$ cat src/rtl/spi_fe_pkg.sv
`timescale 1ns/1ps
// Shared constants, types and opcode decode for the serial flash front end.
// Assumes 8-bit bus cycles throughout.
package spi_fe_pkg;

    localparam int BYTE_W = 8;
    localparam int CNT_W  = $clog2(BYTE_W);

    localparam logic [7:0] OP_READ      = 8'h03;
    localparam logic [7:0] OP_FAST_READ = 8'h0B;
    localparam logic [7:0] OP_IDENT_A   = 8'h90;
    localparam logic [7:0] OP_IDENT_B   = 8'hAB;
    localparam logic [7:0] OP_STATUS    = 8'h05;

    typedef enum logic [3:0] {
        ST_OPCODE,
        ST_ADDR,
        ST_DUMMY,
        ST_ARRAY_OUT,
        ST_ID_OUT,
        ST_STAT_OUT,
        ST_FORWARD,
        ST_DISCARD
    } fe_state_t;

    typedef enum logic [1:0] {
        K_PLAIN,
        K_FAST,
        K_IDENT
    } addr_kind_t;

    // True for opcodes handled by the external protection/status unit.
    function automatic logic is_write_op(input logic [7:0] op);
        case (op)
            8'h01, 8'h02, 8'h04, 8'h06, 8'h20, 8'h50,
            8'h52, 8'h60, 8'hAF, 8'hC7, 8'hD8: return 1'b1;
            default:                           return 1'b0;
        endcase
    endfunction

endpackage

$ cat src/rtl/spi_fe_sync.sv
`timescale 1ns/1ps
// Multi-stage synchroniser for a bundle of asynchronous pins.
// Assumes each pin is independent (no multi-bit coherence needed) and
// STAGES >= 2.
module spi_fe_sync #(
    parameter int               WIDTH   = 3,
    parameter int               STAGES  = 2,
    parameter logic [WIDTH-1:0] RST_VAL = '0
) (
    input  logic             clk,
    input  logic             rst_n,
    input  logic [WIDTH-1:0] d_i,
    output logic [WIDTH-1:0] q_o
);

    logic [STAGES-1:0][WIDTH-1:0] chain_q;

    // Shift the pin values through the flop chain.
    always_ff @(posedge clk) begin
        if (!rst_n) begin
            chain_q <= {STAGES{RST_VAL}};
        end else begin
            chain_q <= {chain_q[STAGES-2:0], d_i};
        end
    end

    assign q_o = chain_q[STAGES-1];

endmodule

$ cat src/rtl/spi_fe_shift.sv
`timescale 1ns/1ps
// Input deserialiser: counts serial-clock rising edges inside a selection
// and emits each completed byte with a one-clock done pulse.
// Assumes rise_i is already a single-cycle pulse in the system clock domain.
module spi_fe_shift
    import spi_fe_pkg::*;
(
    input  logic              clk,
    input  logic              rst_n,
    input  logic              active_i,
    input  logic              rise_i,
    input  logic              bit_i,
    output logic [CNT_W-1:0]  bit_idx_o,
    output logic              done_o,
    output logic [BYTE_W-1:0] byte_o
);

    logic [BYTE_W-1:0] shreg_q;
    logic [BYTE_W-1:0] next_shreg;

    assign next_shreg = {shreg_q[BYTE_W-2:0], bit_i};

    // Collect bits MSB first; restart whenever the selection drops.
    always_ff @(posedge clk) begin
        if (!rst_n) begin
            shreg_q   <= '0;
            bit_idx_o <= '0;
            done_o    <= 1'b0;
            byte_o    <= '0;
        end else if (!active_i) begin
            shreg_q   <= '0;
            bit_idx_o <= '0;
            done_o    <= 1'b0;
        end else begin
            done_o <= 1'b0;
            if (rise_i) begin
                shreg_q   <= next_shreg;
                bit_idx_o <= bit_idx_o + 1'b1;
                if (bit_idx_o == CNT_W'(BYTE_W - 1)) begin
                    done_o <= 1'b1;
                    byte_o <= next_shreg;
                end
            end
        end
    end

    AST_DONE_AT_BOUNDARY: assert property (@(posedge clk) disable iff (!rst_n)
        done_o |-> (bit_idx_o == '0)) else $error("byte done off boundary");

endmodule

$ cat src/rtl/spi_fe_pattern.sv
`timescale 1ns/1ps
// Read-only array whose byte at each address is computed from the address:
// fold the address bits onto 8 bits, rotate left by 3, XOR with 96h.
// Purely combinational; assumes ADDR_W >= 9.
module spi_fe_pattern #(
    parameter int ADDR_W = 17
) (
    input  logic [ADDR_W-1:0] addr_i,
    output logic [7:0]        data_o
);

    logic [7:0] fold;

    // Compute the stored byte for the requested address.
    always_comb begin
        fold = '0;
        for (int i = 0; i < ADDR_W; i++) begin
            fold[i % 8] = fold[i % 8] ^ addr_i[i];
        end
        data_o = {fold[4:0], fold[7:5]} ^ 8'h96;
    end

endmodule

$ cat src/rtl/spi_flash_front.sv
`timescale 1ns/1ps
// Serial flash command front end. Oversamples the serial pins with the
// system clock, decodes the opcode, gathers address bytes and streams
// array, identification or status bytes. Write-type commands are
// forwarded byte by byte to an external protection/status unit.
// Assumes each serial-clock half period spans at least five system clocks.
module spi_flash_front
    import spi_fe_pkg::*;
#(
    parameter int         ADDR_W      = 17,
    parameter int         SYNC_STAGES = 2,
    parameter logic [7:0] ID_EVEN     = 8'hBF,
    parameter logic [7:0] ID_ODD      = 8'h49
) (
    input  logic       clk,
    input  logic       rst_n,
    input  logic       sck_i,
    input  logic       cs_n_i,
    input  logic       si_i,
    input  logic [7:0] status_i,
    output logic       so_o,
    output logic       so_oe_o,
    output logic       fwd_valid_o,
    output logic       fwd_first_o,
    output logic [7:0] fwd_byte_o
);

    localparam int              HI_W    = ADDR_W - 8;
    localparam logic [ADDR_W-1:0] PTR_ONE = ADDR_W'(1);

    logic              cs_s, sck_s, si_s, sck_d;
    logic              sck_rise, sck_fall;
    logic [CNT_W-1:0]  bit_idx;
    logic              byte_done;
    logic [BYTE_W-1:0] byte_val;
    fe_state_t         state;
    addr_kind_t        kind;
    logic [1:0]        addr_cnt;
    logic [HI_W-1:0]   addr_hi;
    logic [ADDR_W-1:0] ptr;
    logic [ADDR_W-1:0] look_addr;
    logic [7:0]        pat_data;
    logic              id_sel;
    logic [7:0]        out_byte;
    logic              so_q, oe_q;
    logic              out_state;

    spi_fe_sync #(
        .WIDTH  (3),
        .STAGES (SYNC_STAGES),
        .RST_VAL(3'b100)
    ) i_sync (
        .clk  (clk),
        .rst_n(rst_n),
        .d_i  ({cs_n_i, sck_i, si_i}),
        .q_o  ({cs_s, sck_s, si_s})
    );

    // Remember the previous synchronised clock level for edge detection.
    always_ff @(posedge clk) begin
        if (!rst_n) sck_d <= 1'b0;
        else        sck_d <= sck_s;
    end

    assign sck_rise = !cs_s &&  sck_s && !sck_d;
    assign sck_fall = !cs_s && !sck_s &&  sck_d;

    spi_fe_shift i_shift (
        .clk      (clk),
        .rst_n    (rst_n),
        .active_i (!cs_s),
        .rise_i   (sck_rise),
        .bit_i    (si_s),
        .bit_idx_o(bit_idx),
        .done_o   (byte_done),
        .byte_o   (byte_val)
    );

    // Final address byte looks up its own address; streaming uses the pointer.
    assign look_addr = (state == ST_ADDR) ? {addr_hi, byte_val} : ptr;

    spi_fe_pattern #(.ADDR_W(ADDR_W)) i_array (
        .addr_i(look_addr),
        .data_o(pat_data)
    );

    assign out_state = (state == ST_ARRAY_OUT) || (state == ST_ID_OUT) ||
                       (state == ST_STAT_OUT);

    // Command sequencer: decode, address capture, output byte preparation.
    always_ff @(posedge clk) begin
        if (!rst_n) begin
            state       <= ST_OPCODE;
            kind        <= K_PLAIN;
            addr_cnt    <= '0;
            addr_hi     <= '0;
            ptr         <= '0;
            id_sel      <= 1'b0;
            out_byte    <= '0;
            fwd_valid_o <= 1'b0;
            fwd_first_o <= 1'b0;
            fwd_byte_o  <= '0;
        end else if (cs_s) begin
            state       <= ST_OPCODE;
            addr_cnt    <= '0;
            fwd_valid_o <= 1'b0;
            fwd_first_o <= 1'b0;
        end else begin
            fwd_valid_o <= 1'b0;
            fwd_first_o <= 1'b0;
            if (byte_done) begin
                unique case (state)
                    ST_OPCODE: begin
                        if (byte_val == OP_READ) begin
                            kind  <= K_PLAIN;
                            state <= ST_ADDR;
                        end else if (byte_val == OP_FAST_READ) begin
                            kind  <= K_FAST;
                            state <= ST_ADDR;
                        end else if (byte_val == OP_IDENT_A || byte_val == OP_IDENT_B) begin
                            kind  <= K_IDENT;
                            state <= ST_ADDR;
                        end else if (byte_val == OP_STATUS) begin
                            out_byte <= status_i;
                            state    <= ST_STAT_OUT;
                        end else if (is_write_op(byte_val)) begin
                            fwd_valid_o <= 1'b1;
                            fwd_first_o <= 1'b1;
                            fwd_byte_o  <= byte_val;
                            state       <= ST_FORWARD;
                        end else begin
                            state <= ST_DISCARD;
                        end
                    end
                    ST_ADDR: begin
                        addr_hi  <= HI_W'({addr_hi, byte_val});
                        addr_cnt <= addr_cnt + 1'b1;
                        if (addr_cnt == 2'd2) begin
                            unique case (kind)
                                K_PLAIN: begin
                                    out_byte <= pat_data;
                                    ptr      <= look_addr + PTR_ONE;
                                    state    <= ST_ARRAY_OUT;
                                end
                                K_FAST: begin
                                    ptr   <= look_addr;
                                    state <= ST_DUMMY;
                                end
                                default: begin
                                    out_byte <= byte_val[0] ? ID_ODD : ID_EVEN;
                                    id_sel   <= !byte_val[0];
                                    state    <= ST_ID_OUT;
                                end
                            endcase
                        end
                    end
                    ST_DUMMY, ST_ARRAY_OUT: begin
                        out_byte <= pat_data;
                        ptr      <= ptr + PTR_ONE;
                        state    <= ST_ARRAY_OUT;
                    end
                    ST_ID_OUT: begin
                        out_byte <= id_sel ? ID_ODD : ID_EVEN;
                        id_sel   <= !id_sel;
                    end
                    ST_STAT_OUT: begin
                        out_byte <= status_i;
                    end
                    ST_FORWARD: begin
                        fwd_valid_o <= 1'b1;
                        fwd_byte_o  <= byte_val;
                    end
                    default: begin
                    end
                endcase
            end
        end
    end

    // Output shifter: present the next bit after each falling clock edge.
    always_ff @(posedge clk) begin
        if (!rst_n || cs_s) begin
            so_q <= 1'b0;
            oe_q <= 1'b0;
        end else if (sck_fall && out_state) begin
            so_q <= out_byte[~bit_idx];
            oe_q <= 1'b1;
        end
    end

    assign so_o    = oe_q ? so_q : 1'b0;
    assign so_oe_o = oe_q;

    AST_SO_AFTER_FALL: assert property (@(posedge clk) disable iff (!rst_n)
        (!cs_s && !$past(cs_s) && !$past(sck_fall)) |-> $stable(so_q)) else $error("so moved without falling edge");

    AST_PTR_STEP: assert property (@(posedge clk) disable iff (!rst_n)
        (!cs_s && !$past(cs_s) && $past(byte_done) && $past(state) == ST_ARRAY_OUT)
        |-> (ptr == $past(ptr) + PTR_ONE)) else $error("pointer did not step");

    AST_ID_TOGGLE: assert property (@(posedge clk) disable iff (!rst_n)
        (!cs_s && !$past(cs_s) && $past(byte_done) && $past(state) == ST_ID_OUT)
        |-> (out_byte != $past(out_byte))) else $error("ID did not alternate");

    AST_ABORT_TO_OPCODE: assert property (@(posedge clk) disable iff (!rst_n)
        $rose(cs_s) |=> (state == ST_OPCODE && !oe_q && !fwd_valid_o)) else $error("deselect did not abort");

    AST_OE_OUTPUT_PHASE: assert property (@(posedge clk) disable iff (!rst_n)
        oe_q |-> (out_state && !$past(cs_s))) else $error("output enabled outside output phase");

    AST_FWD_ON_BYTE: assert property (@(posedge clk) disable iff (!rst_n)
        fwd_valid_o |-> $past(byte_done)) else $error("forward without complete byte");

endmodule

$ cat config.mk
export PLATFORM = sky130hd
export DESIGN_NAME = spi_flash_front
export DESIGN_NICKNAME = d
export VERILOG_FILES = /design/src/rtl/spi_fe_pkg.sv /design/src/rtl/spi_fe_sync.sv /design/src/rtl/spi_fe_shift.sv /design/src/rtl/spi_fe_pattern.sv /design/src/rtl/spi_flash_front.sv
export SDC_FILE = /design/constraint.sdc
export NUM_CORES = 1
export LEC_CHECK = 0
export BUFFER_PORTS_ARGS = -buffer_cell sky130_fd_sc_hd__buf_4
export CORE_UTILIZATION = 69
export CTS_BUF_LIST = sky130_fd_sc_hd__clkbuf_2 sky130_fd_sc_hd__clkbuf_4 sky130_fd_sc_hd__clkbuf_8
export CTS_CLUSTER_SIZE = 24
export DETAILED_ROUTE_END_ITERATION = 8
export GPL_TIMING_DRIVEN = 0
export PLACE_DENSITY = 0.89
export SLEW_MARGIN = 10
export SYNTH_ARGS = -nofsm -noshare
export SYNTH_HDL_FRONTEND = slang
export SYNTH_HIERARCHICAL = 1
export SYNTH_SLANG_ARGS = --single-unit
$ cat constraint.sdc
create_clock -name clk -period 6.96 [get_ports clk]
set_input_delay 0.348 -clock clk [delete_from_list [all_inputs] [get_ports clk]]
set_output_delay 0.348 -clock clk [all_outputs]
set_load 0.005 [all_outputs]
Yosys cells after proc, flatten, opt, wreduce, memory -nomap -nowiden
Cells that the tools add are included.
{"block": "classes", "addsub": 4, "n_lt_le_gt_ge": 1, "eq_ne": 35, "mux": 52, "n_bitwise": 16, "n_reduce_logical": 39}
{"cell": "8-bit 2-to-1 mux", "n": 12}
{"cell": "17-bit case mux with 2 select lines", "n": 2}
{"cell": "8-bit equality test (second input constant)", "n": 5}
{"cell": "8-bit case mux with 5 select lines", "n": 1}
{"cell": "17-bit by 1-bit adder with 17-bit output (second input constant)", "n": 2}
{"cell": "17-bit 2-to-1 mux", "n": 2}
{"cell": "8-bit case mux with 2 select lines", "n": 2}
{"cell": "8-bit by 3-bit equality test with 1-bit output (second input constant)", "n": 3}
{"cell": "8-bit by 7-bit equality test with 1-bit output (second input constant)", "n": 3}
{"cell": "1-bit 2-to-1 mux", "n": 20}
{"cell": "8-bit by 2-bit equality test with 1-bit output (second input constant)", "n": 2}
{"cell": "2-bit inequality test (second input constant)", "n": 8}
{"cell": "4-bit by 3-bit equality test with 1-bit output (second input constant)", "n": 3}
{"cell": "4-bit case mux with 3 select lines", "n": 1}
{"cell": "11-bit OR reduction", "n": 1}
{"cell": "5-bit AND reduction", "n": 2}
{"cell": "3-bit 2-to-1 mux", "n": 3}
{"cell": "3-bit AND reduction", "n": 3}
{"cell": "9-bit AND reduction", "n": 1}
{"cell": "1-bit XOR", "n": 9}
{"cell": "4-bit by 2-bit equality test with 1-bit output (second input constant)", "n": 2}
{"cell": "8-bit by 1-bit equality test with 1-bit output (second input constant)", "n": 1}
{"cell": "8-bit by 4-bit equality test with 1-bit output (second input constant)", "n": 1}
{"cell": "8-bit by 6-bit equality test with 1-bit output (second input constant)", "n": 1}
{"cell": "other kinds (31)", "n": 57}
{"block": "word_totals", "register_bits": 81, "output_inout_bits": 12, "word_cells": 166}

Longest topological paths before layout
Gate-level depths: netlist of run 1.
{"block": "depth", "word_depth": 17, "mapped_depth": 12}

Cells and area by module
The synthesis of run 1 kept the hierarchy.
{"module": "spi_flash_front", "n_inst": 1, "cells_each": 524, "area_each_um2": 3803.6, "seq_area_each_um2": 1101.1}
{"module": "spi_fe_shift", "n_inst": 1, "cells_each": 74, "area_each_um2": 739.5, "seq_area_each_um2": 380.4}
{"module": "spi_fe_sync", "n_inst": 1, "cells_each": 15, "area_each_um2": 180.2, "seq_area_each_um2": 120.1}
{"module": "spi_fe_pattern", "n_inst": 1, "cells_each": 8, "area_each_um2": 85.1, "seq_area_each_um2": 0.0}

Least setup slack after synthesis of run 1
Ideal clock, no wire load.
{"block": "synth_timing", "path_type": "reg-to-reg", "from": "register state[0]", "to": "register ptr[2]", "setup_time_ns": 0.059, "arrival_time_ns": 2.304, "required_time_ns": 6.901, "setup_slack_ns": 4.597, "stages_incl_launch_ff": 13, "n_path_buf": 3, "path_cell_list": "dfxtp_1 -> or3b_1 -> buf_6 -> clkbuf_1 -> clkbuf_1 -> nand2_1 -> nand2_1 -> ha_1 -> nand2_1 -> xor2_1 -> nor2_1 -> a31oi_1 -> o221a_2"}
{"block": "synth_between", "elab_chain_len": 6}
{"element": "start: declaration", "line": "spi_flash_front.sv:36", "source": "fe_state_t state;"}
{"element": "start signal: assignment", "line": "spi_flash_front.sv:93", "source": "state <= ST_OPCODE;"}
{"element": "start signal: assignment", "line": "spi_flash_front.sv:104", "source": "state <= ST_OPCODE;"}
{"element": "start signal: assignment", "line": "spi_flash_front.sv:116", "source": "state <= ST_ADDR;"}
{"element": "4-bit by 1-bit equality test with 1-bit output", "line": "spi_flash_front.sv:80", "source": "assign look_addr = (state == ST_ADDR) ? {addr_hi, byte_val} : ptr;"}
{"element": "17-bit 2-to-1 mux", "line": "spi_flash_front.sv:80"}
{"element": "named net look_addr[0]", "line": "spi_flash_front.sv:41", "source": "logic [ADDR_W-1:0] look_addr;"}
{"element": "17-bit by 1-bit adder with 17-bit output", "line": "spi_flash_front.sv:142", "source": "ptr <= look_addr + PTR_ONE;"}
{"element": "17-bit case mux with 2 select lines", "line": "spi_flash_front.sv:139", "source": "unique case (kind)"}
{"element": "17-bit 2-to-1 mux", "line": "spi_flash_front.sv:138", "source": "if (addr_cnt == 2'd2) begin"}
{"element": "17-bit case mux with 2 select lines", "line": "spi_flash_front.sv:112", "source": "unique case (state)"}
{"element": "end signal: assignment", "line": "spi_flash_front.sv:142"}
{"element": "end signal: assignment", "line": "spi_flash_front.sv:146", "source": "ptr <= look_addr;"}
{"element": "end signal: assignment", "line": "spi_flash_front.sv:159", "source": "ptr <= ptr + PTR_ONE;"}
{"element": "end: declaration", "line": "spi_flash_front.sv:40", "source": "logic [ADDR_W-1:0] ptr;"}
The timed path passes the listed nets, and every way through them passes these cells. The select of a mux whose other input is x is not followed.
A chain may end at the register's enable or synchronous reset.

Final worst setup path of run 1
{"block": "layout_timing", "from": "register state[2]", "to": "register ptr[10]"}
Same word-level chain as after synthesis.

==> metrics, run 1 <==
outcome finished clean; ratio of cells with drive above 1 in the final layout 10.4%; initial core utilization 71.2%; RSZ-0062 raised after global routing no; count of antenna-violating nets left after detailed routing 0; area of the core region 6760 um2; final clock period utilization by the worst path 45.2%; commonest non-fill, non-tap cell in the layout sky130_fd_sc_hd__nand2_1; Critical Path Start Type flop; placer's final routability congestion estimate 0.975; global-route wire length before repair 22.1 mm; final hold violation count 0; Yosys warning total 6; Max Buffers Root-to-Sink 2; leading register cell type out of synthesis sky130_fd_sc_hd__dfxtp_1; Peak supply drop 146 uV; hold_buf cts 0; initial antenna violation count 0; arrival time at the worst endpoint 3400 ps; count of flip-flops with a built-in enable after synthesis 0; number of placement rows 30; total design power 894 uW; Critical Path End Type flop; clock buffer count from CTS 9; number of I/O pins 25; end-of-flow core utilization 78.9%; leading cell types in the layout, fill and taps excluded 132 x sky130_fd_sc_hd__nand2_1, 80 x sky130_fd_sc_hd__dfxtp_1, 49 x sky130_fd_sc_hd__nor2_1, 34 x sky130_fd_sc_hd__o21ai_0, 33 x sky130_fd_sc_hd__mux2i_1; endpoint of the most critical setup path ptr[10]$_SDFFE_PN0P_; Relative slew margins 44.7%; max capacitance violation total 0; Net Count, Synth 639; reg-to-reg setup timing slack 3810 ps; cell accounting for the most synthesized area sky130_fd_sc_hd__dfxtp_1; Setup TNS 0 ps; fraction of synthesis flops using an asynchronous set or reset pin 0%; largest net degree at the start of global routing 15; WS Path Type flop to flop; ranking of synthesized cells by area sky130_fd_sc_hd__dfxtp_1 33%, sky130_fd_sc_hd__nand2_1 10%, sky130_fd_sc_hd__mux2i_1 6.9%, sky130_fd_sc_hd__nor2_1 3.8%, sky130_fd_sc_hd__o21ai_0 3.5%; Area growth, synth to finish 10.8%; required time reported for the critical path endpoint 7210 ps; terminus of the critical flop-to-flop path ptr[10]$_SDFFE_PN0P_; share of the yosys chip area belonging to registers 33.3%; Critical Path Start state[2]$_SDFFE_PP0P_; Clk Tree Root Cell sky130_fd_sc_hd__clkbuf_8; leakage power 1.88 nW; Post-DP Area 5090 um2; First DRT Iteration DRCs 463; Post-Synthesis Cell Area 4810 um2; number of distinct library cells after synthesis 68; source of the worst register-to-register timing path state[2]$_SDFFE_PP0P_; total global routing overflow 0; Max Slew Vio Count 0; area fraction of the dominant cell type after synthesis 33.3%; Peak Freq 0.318 GHz; area of all placed cells without fillers 5330 um2; flops & latches, synth 80; post-CTS setup repair buffer count 0; die area 7310 um2; total number of vias 4803; slew of the pin with the lowest slew margin 823 ps; later-pin clock latency in the skew report 370 ps; number of cells upsized or downsized after cts 0; via count of the first global-routing pass 4487; start point of the worst min-delay path cs_n_i; number of search-and-repair iterations in the first detailed-routing pass 6; ratio of routed vias to standard cells 6.48; TritonCTS clock tree yes; setup violation total in the final timing report 0; clock transition at the registers of the reported paths 90 ps; Post-Syn Instances 621; Clock Skew 13.5 ps; die boundary width 85.5 um; peak fanout along the critical path 10; Chip Height 85.5 um; total inserted antenna cells 0; Hold/Removal Path Class input port to flop; min cycle time layout 3150 ps; input/output buffers 24; Post-Route WL 13.9 mm; depth of the most critical reg-to-reg path 12; Syn Area/Cell 7.74 um2; maximum level of the CTS H-tree 3; DP Wirelength 9.95 mm; routed wirelength normalized by instance count 18.7 um; Sink Count 80; final net count 674; DRC viols 0; total routing resource utilization after global routing 39.4%; power density of the placed cells 168 nW/um2
==> sequential cells by signal (all words and copies together) (netlist names), 7 cells and up <==
name             flops
ptr                 17
i_shift/shreg_q      7
fwd_byte_o           8
i_shift/byte_o       8
out_byte             8
addr_hi              9
==> final cells by class <==
class | count | area [um2]
Tap cell | 80 | 100
Sequential cell | 80 | 1600
Clock buffer | 11 | 151
Inverter | 18 | 67.6
Buffer | 45 | 214
Timing Repair Buffer | 24 | 180
Clock inverter | 5 | 87.6
Multi-Input combinational cell | 478 | 2930
Fill cell | 438 | 1430
==> metrics by stage <==
stage	cells	hold slack, ps	setup slack (ps)
after floorplan	621	386	4600
after global placement	725	395	3940
after detailed placement	725	403	3920
after CTS	741	159	3900
after global routing	741	172	3690
final	741	163	3810
==> critical path: stages (launching register included) <==
cell and delay, ps:
sky130_fd_sc_hd__dfxtp_1 310, sky130_fd_sc_hd__buf_2 190, sky130_fd_sc_hd__nor3b_1 310, sky130_fd_sc_hd__clkbuf_1 430, sky130_fd_sc_hd__clkbuf_1 510, sky130_fd_sc_hd__nand2_1 110, sky130_fd_sc_hd__nand2_1 150, sky130_fd_sc_hd__ha_1 160
sky130_fd_sc_hd__nand2_1 160, sky130_fd_sc_hd__a21oi_4 250, sky130_fd_sc_hd__nand2_1 90, sky130_fd_sc_hd__xor2_1 250, sky130_fd_sc_hd__o2bb2ai_1 90
==> kinds of logic after synthesis <==
family | count (synthesis) | synth area share [%]
AND/OR/NAND/NOR | 277 | 26.9
AO/OA/AOI/OAI | 136 | 19.9
flip-flops | 80 | 33.3
buffers and inverters | 63 | 5.85
multiplexers | 36 | 8.04
XOR/XNOR | 24 | 4.68
adder cells (fa/ha/maj) | 5 | 1.30
==> power by group <==
group	switching [mW]	internal [mW]	total, mW
clock	0.186	0.225	0.411
sequential	0.000393	0.459	0.459
combinational	0.0139	0.0102	0.0241
==> how the worst min path moves through the flow <==
stage | end | slack, ps | cells past startpoint
3_5_place_dp | i_sync/q_o[2]$_SDFF_PN1_ | 400 | 1
4_1_cts | i_sync/chain_q[2]$_SDFF_PN1_ | 160 | 2
6_report | i_sync/chain_q[2]$_SDFF_PN1_ | 160 | 2
3_3_place_gp | i_sync/q_o[2]$_SDFF_PN1_ | 390 | 1
2_1_floorplan | i_sync/q_o[2]$_SDFF_PN1_ | 390 | 1
5_1_grt | i_sync/chain_q[2]$_SDFF_PN1_ | 170 | 2
==> synthesized netlist by cell type, types with 2 or more instances <==
cell type and n:
sky130_fd_sc_hd__a211o_1 5, sky130_fd_sc_hd__a21boi_0 15, sky130_fd_sc_hd__a21boi_1 2, sky130_fd_sc_hd__a21oi_1 24, sky130_fd_sc_hd__a221oi_1 2, sky130_fd_sc_hd__a22oi_1 2
sky130_fd_sc_hd__a31oi_1 8, sky130_fd_sc_hd__and2_1 11, sky130_fd_sc_hd__and3_1 4, sky130_fd_sc_hd__buf_2 6, sky130_fd_sc_hd__buf_4 4, sky130_fd_sc_hd__buf_6 3
sky130_fd_sc_hd__clkbuf_1 32, sky130_fd_sc_hd__dfxtp_1 80, sky130_fd_sc_hd__ha_1 5, sky130_fd_sc_hd__inv_1 18, sky130_fd_sc_hd__mux2i_1 33, sky130_fd_sc_hd__mux4_2 2
sky130_fd_sc_hd__nand2_1 132, sky130_fd_sc_hd__nand2b_1 7, sky130_fd_sc_hd__nand3_1 23, sky130_fd_sc_hd__nand3b_1 2, sky130_fd_sc_hd__nand4_1 8, sky130_fd_sc_hd__nor2_1 49
sky130_fd_sc_hd__nor2b_1 5, sky130_fd_sc_hd__nor3_1 8, sky130_fd_sc_hd__nor3b_1 5, sky130_fd_sc_hd__nor4_1 5, sky130_fd_sc_hd__nor4b_1 2, sky130_fd_sc_hd__o211a_1 3
sky130_fd_sc_hd__o211ai_1 6, sky130_fd_sc_hd__o21a_1 6, sky130_fd_sc_hd__o21ai_0 34, sky130_fd_sc_hd__o21ai_1 2, sky130_fd_sc_hd__o221ai_1 3, sky130_fd_sc_hd__o22ai_1 3
sky130_fd_sc_hd__o2bb2ai_1 6, sky130_fd_sc_hd__or3_1 5, sky130_fd_sc_hd__xnor2_1 15, sky130_fd_sc_hd__xor2_1 8
==> metal layers <==
metal  track usage [%]  share of wire (%)  up-vias
li1                  -                  -     2231
met1              51.3                 41     2203
met2              61.6                 45      307
met3              7.20                 10       62
met4              22.1                4.1        0
met5                 0                  0        -
Note: power is estimated with default switching activity, not from simulation.
==> inputs of run 2 (changes only) <==
CORE_UTILIZATION = 58   (was 69)
PLACE_DENSITY = 0.8   (was 0.89)
clock period = 2.7 ns   (was 6.96 ns; I/O delays follow)
==> metrics, run 2 (synthesis results as in run 1) <==
outcome finished clean; final clock period utilization by the worst path 97.6%; area of the core region 7890 um2; sw power 536 uW; number of search-and-repair iterations in the first detailed-routing pass 7; Setup TNS 0 ps; reg-to-reg setup timing slack 60 ps; crit path buf inv count 3; Relative slew margins 38.0%; initial antenna violation count 0; die area 8660 um2; leading cell types in the layout, fill and taps excluded 132 x sky130_fd_sc_hd__nand2_1, 80 x sky130_fd_sc_hd__dfxtp_1, 49 x sky130_fd_sc_hd__nor2_1, 33 x sky130_fd_sc_hd__mux2i_1, 33 x sky130_fd_sc_hd__o21ai_0; required time reported for the critical path endpoint 2970 ps; largest registers ptr (17), addr_hi (9); tightest hold margin 33.4 ps; number of placement rows 32; end-of-flow core utilization 68.6%; Sink Count 80; share of power burned in the clock network 43.6%; cell seen most often among critical-path stages sky130_fd_sc_hd__clkbuf_4; initial core utilization 61.0%; total routing resource utilization after global routing 32.6%; Chip Height 93.1 um; ratio of cells with drive above 1 in the final layout 11.4%; min cycle time layout 2640 ps; Critical Path Start Type flop; Clock Skew 11.0 ps; area of all placed cells without fillers 5410 um2; power share of the combinational group 2.9%; DRC viols 0; total global routing overflow 0; terminus of the critical flop-to-flop path out_byte[6]$_SDFFE_PN0P_; register share of total power 53.5%; clock buffer count from CTS 9; total inserted antenna cells 0; Hold/Removal Path Class input port to flop; TritonCTS clock tree yes; DP Wirelength 9.96 mm; ratio of routed vias to standard cells 6.11; CP top delay family compound AO/OA/AOI/OAI gates; arrival time at the worst endpoint 2910 ps; Critical Path End Type flop; peak fanout along the critical path 10; Peak supply drop 347 uV; fillcell total 664; leakage power 1.92 nW; Hold Path Cell Cnt 2; cell internal pwr 1.68 mW; max capacitance violation total 0; Setup WS post-layout 64.4 ps; Largest register FFs 17; worst-path cell chain buf_2 > nor3b_2 > clkbuf_4 > clkbuf_4 > nand2_1 > o21ai_1 > xor2_1 > a221oi_1 > a31oi_1 > o311a_1; Area growth, synth to finish 12.5%; Clk Tree Root Cell sky130_fd_sc_hd__clkbuf_8; commonest non-fill, non-tap cell in the layout sky130_fd_sc_hd__nand2_1; slew of the pin with the lowest slew margin 923 ps; largest stage delay on the critical path 360 ps; total design power 2.22 mW; die boundary width 93.1 um; largest net degree at the start of global routing 20; global-route wire length before repair 21.6 mm; Post-Place Worst Slack -356 ps; Worst Hold Endpoint i_sync/chain_q[2]$_SDFF_PN1_; via count of the first global-routing pass 4196; count of antenna-violating nets left after detailed routing 0; WS Path Type flop to flop; depth of the most critical reg-to-reg path 10; post-route non-filler standard cell count 767; maximum level of the CTS H-tree 3; number of I/O pins 25; start point of the worst min-delay path rst_n; slowest library cell on the worst path sky130_fd_sc_hd__a221oi_1; clock transition at the registers of the reported paths 90 ps; Peak Freq 0.379 GHz; placer's final routability congestion estimate 0.952; routed wirelength normalized by instance count 17.7 um; input/output buffers 24; Max Slew Vio Count 0; source of the worst register-to-register timing path state[2]$_SDFFE_PP0P_; First DRT Iteration DRCs 478; Max Buffers Root-to-Sink 2; later-pin clock latency in the skew report 380 ps; Post-DP Area 5120 um2; cell total after placement 747; final hold violation count 0; Post-Route WL 13.6 mm; total number of vias 4686; Most flops, register ptr; power density of the placed cells 409 nW/um2; Switching Share 24.2%; setup violation total in the final timing report 0; final net count 678; RSZ-0062 raised after global routing yes
## run 2: how the worst max path moves through the flow
stage                               start                       end  slack (ps)  cells past startpoint
CTS                 state[2]$_SDFFE_PP0P_  out_byte[6]$_SDFFE_PN0P_          60                     10
finish              state[2]$_SDFFE_PP0P_  out_byte[6]$_SDFFE_PN0P_          60                     10
global route        state[2]$_SDFFE_PP0P_  out_byte[6]$_SDFFE_PN0P_         -10                     10
floorplan           state[0]$_SDFFE_PP0P_       ptr[2]$_SDFFE_PN0P_         340                     12
detailed placement  state[2]$_SDFFE_PP0P_      ptr[12]$_SDFFE_PN0P_        -360                     12
global placement    state[2]$_SDFFE_PP0P_      ptr[12]$_SDFFE_PN0P_        -420                     12
## run 2: layout make-up
class	count	area [um2]	area share, %
Multi-Input combinational cell	478	2940	54.3
Sequential cell	80	1600	29.6
Timing Repair Buffer	29	238	4.39
Buffer	44	225	4.16
Clock buffer	10	138	2.54
Tap cell	102	128	2.36
Clock inverter	6	75.1	1.39
Inverter	18	67.6	1.25
## run 2: power groups by stage
stage	Sequential (mW)	Clock, mW	Combinational (mW)
detailed placement	1.21	0	0.0600
CTS	1.18	0.968	0.0637
finish	1.18	0.966	0.0644
global placement	1.21	0	0.0593
floorplan	1.21	0	0.0317
global route	1.19	1.01	0.0685
## run 2: layer usage
metal	GRT usage [%]	routed length (um)	vias up
li1	-	-	2245
met1	45.9	6000	2182
met2	49.0	5970	226
met3	4.96	1180	33
met4	15.1	423	0
met5	0	0	-
## run 2: what timing repair did
item                                    CTS  global route
gates resized for setup                   7             6
endpoints found under the hold margin     3             0
pin swaps                                 0             1
buffers inserted                          0             2
hold buffers                              3             0
endpoints found under the setup margin   12            16
